[src/rtl/acc_cpu_pkg.sv]
package acc_cpu_pkg;
  parameter int WORD_W = 16;
  parameter int ADDR_W = 12;
  parameter int OP_W   = 3;
  parameter int SC_W   = 3;
  localparam int OP_LSB = ADDR_W;
  localparam int IR_W   = OP_LSB + OP_W;

  typedef logic [OP_W-1:0] opcode_t;
  localparam opcode_t OP_LDA  = 3'b010;
  localparam opcode_t OP_HALT = 3'b111;

  typedef enum logic [SC_W-1:0] {T0, T1, T2, T3, T4} tstate_t;

  function automatic logic [ADDR_W-1:0] f_pc_next(input logic [ADDR_W-1:0] cur);
    return cur + 1'b1;
  endfunction

  function automatic opcode_t f_opcode(input logic [IR_W-1:0] ir);
    return ir[IR_W-1:OP_LSB];
  endfunction

  function automatic logic [ADDR_W-1:0] f_operand(input logic [IR_W-1:0] ir);
    return ir[ADDR_W-1:0];
  endfunction

  function automatic logic [WORD_W-1:0] f_alu_pass(input logic [WORD_W-1:0] d);
    return d;
  endfunction
endpackage

[src/rtl/acc_seq_ctrl.sv]
module acc_seq_ctrl
  import acc_cpu_pkg::*;
(
  input  logic    clk,
  input  logic    rst_n,
  input  opcode_t op,
  output tstate_t state,
  output logic    halted,
  output logic    ld_ar_pc,
  output logic    ld_ir,
  output logic    ld_ar_op,
  output logic    ld_dr,
  output logic    ld_ac
);
  logic run, halt_now, seq_clr;

  always_comb begin
    run      = !halted;
    ld_ar_pc = run && (state == T0);
    ld_ir    = run && (state == T1);
    ld_ar_op = run && (state == T2);
    ld_dr    = run && (state == T3) && (op == OP_LDA);
    ld_ac    = run && (state == T4);
    halt_now = run && (state == T3) && (op == OP_HALT);
    seq_clr  = run && ((state == T4) ||
               ((state == T3) && (op != OP_LDA) && (op != OP_HALT)));
  end

  always_ff @(posedge clk or negedge rst_n) begin
    if (!rst_n) begin
      state  <= T0;
      halted <= 1'b0;
    end else if (halt_now) begin
      halted <= 1'b1;
    end else if (run) begin
      if (seq_clr) state <= T0;
      else         state <= tstate_t'(state + 1'b1);
    end
  end
endmodule

[src/rtl/acc_datapath.sv]
module acc_datapath
  import acc_cpu_pkg::*;
(
  input  logic              clk,
  input  logic              rst_n,
  input  logic              ld_ar_pc,
  input  logic              ld_ir,
  input  logic              ld_ar_op,
  input  logic              ld_dr,
  input  logic              ld_ac,
  input  logic [WORD_W-1:0] mem_rdata,
  output logic [ADDR_W-1:0] ar_q,
  output logic [ADDR_W-1:0] pc_q,
  output logic [WORD_W-1:0] ac_q,
  output logic [IR_W-1:0]   ir_q,
  output logic              link_q
);
  logic [WORD_W-1:0] dr_q;

  always_ff @(posedge clk or negedge rst_n) begin
    if (!rst_n) begin
      ar_q   <= '0;
      pc_q   <= '0;
      ac_q   <= '0;
      ir_q   <= '0;
      dr_q   <= '0;
      link_q <= 1'b0;
    end else begin
      if (ld_ar_pc)      ar_q <= pc_q;
      else if (ld_ar_op) ar_q <= f_operand(ir_q);
      if (ld_ir) begin
        ir_q <= mem_rdata[IR_W-1:0];
        pc_q <= f_pc_next(pc_q);
      end
      if (ld_dr) dr_q <= mem_rdata;
      if (ld_ac) ac_q <= f_alu_pass(dr_q);
      link_q <= link_q;
    end
  end
endmodule

[src/rtl/acc_cpu_core.sv]
module acc_cpu_core
  import acc_cpu_pkg::*;
(
  input  logic              clk,
  input  logic              rst_n,
  output logic [ADDR_W-1:0] mem_addr,
  input  logic [WORD_W-1:0] mem_rdata,
  output logic [ADDR_W-1:0] pc,
  output logic [WORD_W-1:0] ac,
  output logic [SC_W-1:0]   sc,
  output logic              link,
  output logic              halted
);
  tstate_t           state;
  logic              ld_ar_pc, ld_ir, ld_ar_op, ld_dr, ld_ac;
  logic [IR_W-1:0]   ir_q;
  logic [ADDR_W-1:0] ar_q;
  opcode_t           dec_op;
  logic [ADDR_W-1:0] ir_operand;

  assign dec_op     = f_opcode(ir_q);
  assign ir_operand = f_operand(ir_q);

  acc_seq_ctrl u_ctrl (
    .clk(clk), .rst_n(rst_n), .op(dec_op), .state(state), .halted(halted),
    .ld_ar_pc(ld_ar_pc), .ld_ir(ld_ir), .ld_ar_op(ld_ar_op),
    .ld_dr(ld_dr), .ld_ac(ld_ac)
  );

  acc_datapath u_dp (
    .clk(clk), .rst_n(rst_n), .ld_ar_pc(ld_ar_pc), .ld_ir(ld_ir),
    .ld_ar_op(ld_ar_op), .ld_dr(ld_dr), .ld_ac(ld_ac), .mem_rdata(mem_rdata),
    .ar_q(ar_q), .pc_q(pc), .ac_q(ac), .ir_q(ir_q), .link_q(link)
  );

  assign mem_addr = ar_q;
  assign sc       = state;
endmodule

[config.mk]
export PLATFORM = sky130hd
export DESIGN_NAME = acc_cpu_core
export DESIGN_NICKNAME = d
export VERILOG_FILES = /design/src/rtl/acc_cpu_pkg.sv /design/src/rtl/acc_seq_ctrl.sv /design/src/rtl/acc_datapath.sv /design/src/rtl/acc_cpu_core.sv
export SDC_FILE = /design/constraint.sdc
export NUM_CORES = 1
export LEC_CHECK = 0
export BUFFER_PORTS_ARGS = -buffer_cell sky130_fd_sc_hd__buf_2
export CAP_MARGIN = 20
export CORE_ASPECT_RATIO = 0.6
export CORE_MARGIN = 4
export CORE_UTILIZATION = 54
export CTS_CLUSTER_SIZE = 28
export DETAILED_ROUTE_END_ITERATION = 6
export HOLD_SLACK_MARGIN = 0.15
export PLACE_DENSITY = 0.8
export SLEW_MARGIN = 20
export SYNTH_ARGS = -nofsm -noshare
export SYNTH_HDL_FRONTEND = slang
export SYNTH_HIERARCHICAL = 1
export SYNTH_SLANG_ARGS = --single-unit
[constraint.sdc]
create_clock -name clk -period 2.29 [get_ports clk]
set_clock_uncertainty 0.1 [all_clocks]
set_input_delay 0 -clock clk [delete_from_list [all_inputs] [get_ports clk]]
set_output_delay 0 -clock clk [all_outputs]
set_load 0.01 [all_outputs]
* Word level (Yosys, flattened, before mapping)
Cells that the tools add are included.
Operators by class: mux-type cells 3, reductions and logical operators 15, bitwise gates (word level) 2, equal/unequal tests 8, $add $sub $neg 2
Operators by type and width (count):
- $mux 12 | 2
- $add 12x1->12 const B | 1
- $logic_and 1x1->1 | 10
- $eq 3x2->1 const B | 3
- $eq 3x3->1 const B | 2
- $add 3x1->3 const B | 1
- $eq 3x1->1 const B | 1
- $logic_not 3->1 | 1
- $mux 3 | 1
- $ne 3x2->1 const B | 1
- $ne 3x3->1 const B | 1
- $not 1->1 | 2
- $reduce_and 2->1 | 1
- $reduce_bool 2->1 | 1
- $logic_not 1->1 | 1
- $logic_or 1x1->1 | 1
Storage, ports and cells: input port bits 18, bits in registers 75, output and inout port bits 45, logic and storage cells 37

* Depth between registers and ports, before layout
depth after elaboration 6, gate-level depth with buffers 7, depth with buffers taken out 6

* Modules after synthesis
The synthesis kept the hierarchy.
Modules (own cells, without submodules):
- acc_datapath | area an instance 2856.5 um^2, cells each 196, times used 1, sequential area each 1776.7 um^2
- acc_seq_ctrl | area an instance 272.8 um^2, cells each 30, times used 1, sequential area each 100.1 um^2

* Worst setup path before layout
OpenSTA, ideal clock, no wires.
path type register to register, from reg u_ctrl.state[0], to reg u_dp.dr_q[10], setup time 0.125 ns, period minus slack after synthesis 1.948 ns, setup slack 0.342 ns, path buffers 2, cell stages (with the launch flop) 8, data required time 2.065 ns, data arrival time 1.724 ns, cell sequence dfrtp_1 -> ha_1 -> ha_1 -> nand2_1 -> nor4_1 -> buf_2 -> buf_2 -> mux2_2
Between the ends: longest elaborated chain between the ends 3
RTL lines:
- start: declaration | RTL line acc_seq_ctrl.sv:7 | output tstate_t state,
- start signal: assignment | RTL line acc_seq_ctrl.sv:37 | else state <= tstate_t'(state + 1'b1);
- $eq 3x2->1 | RTL line acc_seq_ctrl.sv:22 | ld_dr = run && (state == T3) && (op == OP_LDA);
- $logic_and 1x1->1 (2 in series) | RTL line acc_seq_ctrl.sv:22
- named net ld_dr | RTL line acc_cpu_core.sv:15 | logic ld_ar_pc, ld_ir, ld_ar_op, ld_dr, ld_ac;
- end signal: assignment | RTL line acc_datapath.sv:35 | if (ld_dr) dr_q <= mem_rdata;
- end: declaration | RTL line acc_datapath.sv:18 | logic [WORD_W-1:0] dr_q;
The timed path passes the listed nets, and every way through them passes these cells. A chain may end at the register's enable or synchronous reset.

* Worst setup path in the final report
from reg u_ctrl.state[0], to reg u_dp.dr_q[6]
The elaborated chain is that of the path after synthesis.

==> impl_metrics.py <==
metrics = {
    "synthesis": {
        "synth-edff-count": 0,
        "syn_nets": 250,
        "synth_cells": 226,
        "synth_area_per_cell_um2": 13.8,
        "synth_flop_cell": "dfrtp_1",
        "yosysSeqAreaShare_pct": 60.0,
        "async_reset_ff_share_pct": 100,
        "synth_seq_cells": 75,
        "yosysWarnings": 6,
        "synth.distinct_cells": 28,
        "syn_area_mm2": 0.00313,
    },
    "die": {
        "initial_utilization_pct": 55.9,
        "ioPinCount": 63,
        "row_count": 21,
        "die_x_um": 106,
        "core-area_mm2": 0.00560,
        "die_y_um": 67.0,
        "dieArea_mm2": 0.00712,
    },
    "flow_run": {
        "drv_cap": 0,
    },
    "worst_setup_path": {
        "cp_common_cell": "ha_1",
        "max_stage_delay_ns": 0.44,
        "start_kind": "flop",
        "path_max_fanout": 9,
        "cp.arrival_ns": 2.04,
        "worstSetupPathType": "flop to flop",
        "cp-end-kind": "flop",
        "cpMaxStageDelayCell": "dfrtp_1",
        "cp.required_ns": 2.43,
        "crit_chain": "ha_1 -> ha_1 -> nand2_1 -> nor4_2 -> buf_4 -> mux2_2",
    },
    "finish": {
        "layout-drive-gt1-share_pct": 43.8,
        "synthToLayoutAreaGrowth_pct": 27.1,
        "stdcell_count": 397,
        "final_common_cell": "dfrtp_1",
        "layout.nets": 336,
        "layout_common_cells": "dfrtp_1 (75), buf_2 (60), mux2_2 (48), nand2_1 (20), dlygate4sd3_1 (17)",
        "diodes": 0,
        "fillCellCount": 416,
    },
    "timing": {
        "fmax_ghz": 0.525,
        "fin_crit_ns": 1.90,
        "fin_setup_tns_ns": 0,
        "grt_setup_unrepaired": "false",
        "setup_violations": 0,
        "timing.hold.ws_ns": 0.222,
        "slew_viol_final": 0,
        "worst_pin_slew_ns": 0.912,
        "slew_headroom_pct": 39.2,
        "finalHoldViolations": 0,
        "worst_slack_ns": 0.386,
        "period_share_pct": 83.2,
    },
    "global_route": {
        "grt_first_pass_wirelength_um": 10700,
        "antenna_found_initial": 0,
        "grtUsageTotal_pct": 20.0,
        "first_global_vias": 2096,
        "grt_max_degree": 76,
        "gr-total-overflow": 0,
    },
    "clock_tree": {
        "cts_tree": "done",
        "root_buffer": "clkbuf_8",
        "cts_buffers": 9,
        "htreeDepth": 3,
        "cts.clk_slew.worst_paths_ns": 0.08,
        "clkLatencyLatePin_ns": 0.35,
        "ctsResizeCount": 0,
        "clock_sinks": 75,
        "post_cts_buffers": 0,
        "hold_buffers": 17,
        "clockBufferDepth": 2,
    },
    "drt": {
        "wl_um": 6280,
        "via_per_inst": 5.03,
        "firstDrtPassIters": 4,
        "drcViolationCount": 0,
        "dr_total_vias": 1995,
        "ant_nets": 0,
        "wl_per_cell_um": 15.8,
        "first_iter_violations": 74,
    },
    "run_status": {
        "status": "complete, no violations",
    },
    "placement": {
        "post-place-cells": 364,
        "port-buffer-count": 61,
        "dpl_worst_slack_ns": 0.379,
        "gp_congestion": 0.772,
        "hpwlAfterDp_um": 4360,
    },
    "pwr": {
        "p_per_area_mw_per_mm2": 1240,
        "finalPower_mw": 4.95,
        "leakage_nw": 1.92,
        "irDropWorstVdd_mv": 0.739,
    },
    "min_path": {
        "min_path_type": "primary input to async pin",
    },
}
-- registers in the layout, summed over array words and instances (netlist names) --
| signal | flops |
|---|---|
| u_dp/ac_q | 16 |
| u_dp/dr_q | 16 |
| u_dp/ir_q | 15 |
| u_dp/ar_q | 12 |
| u_dp/pc_q | 12 |
| u_ctrl/state | 3 |
| u_ctrl/halted | 1 |
-- where the power goes --
group	switching (mW)	internal, mW	leakage [nW]	total [mW]
sequential	0.384	1.84	0.961	2.23
clock	0.483	0.789	0.130	1.27
combinational	0.676	0.773	0.825	1.45
total	1.54	3.40	1.92	4.95
-- area by class of cell --
class	count	area, um^2	area share (%)
inverters	6	22.5	0.566
well taps	80	100	2.52
flip-flops and latches	75	1880	47.2
clock buffers	11	151	3.81
clock inverters	5	108	2.70
repair buffers	85	543	13.6
multi-input cells	135	1180	29.6
-- per-stage QoR --
stage / cell area [um^2] / util (%)
floorplan: 3130 / -
CTS: 3980 / 71.1
global placement: 3550 / 63.4
finish: 3980 / 71.1
detailed placement: 3550 / 63.4
global route: 3980 / 71.1
-- synthesized netlist by cell type (all sizes together), types with 4 or more instances --
library cell	n	area, um^2
mux2	48	541
nor2	4	15.0
ha	6	75.1
xor2	6	52.6
mux2i	12	120
buf	8	51.3
o21ai	15	75.1
nor3	4	30.0
nand2	20	75.1
xnor2	5	43.8
inv	6	22.5
dfrtp	75	1880
-- cell families after synthesis --
kind of cell	Yosys count	synth area share (%)
DFF	75	60.0
muxes	60	21.1
AOI/OAI and AO/OA	17	3.04
xor gates and xnor gates	11	3.08
buffers and inverters	16	2.60
other	1	0.120
adders and majority gates	6	2.40
and+or+nand+nor	40	7.68
-- worst paths after layout --
kind | start | end | slack, ns | depth (start not counted)
worst max-delay path | u_ctrl/state[0]$_DFFE_PN0P_ | u_dp/dr_q[6]$_DFFE_PN0P_ | 0.39 | 6
worst min-delay path | rst_n | u_dp/ar_q[7]$_DFFE_PN0P_ | 0.22 | 2
worst max register to register | u_ctrl/state[0]$_DFFE_PN0P_ | u_dp/dr_q[6]$_DFFE_PN0P_ | 0.39 | 6
worst min register to register | u_dp/ac_q[7]$_DFFE_PN0P_ | u_dp/ac_q[7]$_DFFE_PN0P_ | 0.40 | 1
max in group asynchronous | rst_n | u_dp/ir_q[12]$_DFFE_PN0P_ | 1.27 | 2
min in group clk | mem_rdata[13] | u_dp/dr_q[13]$_DFFE_PN0P_ | 0.33 | 3
-- layer usage --
metal | up-vias | GRT usage [%] | routed length (um)
met5 | - | 0 | 0
met4 | 0 | 6.14 | 83
met3 | 9 | 7.94 | 396
met2 | 62 | 29.7 | 2720
met1 | 966 | 27.0 | 3090
li1 | 958 | - | -
-- critical path: cells and delay by family (launching register included) --
family                   cells  cell delay, ns
flip-flops                   1            0.44
adder cells (fa/ha/maj)      2            0.37
multiplexers                 1            0.35
AND/OR/NAND/NOR              2            0.28
buffers and inverters        1            0.24
No activity file was read; power rests on OpenSTA's default activity.
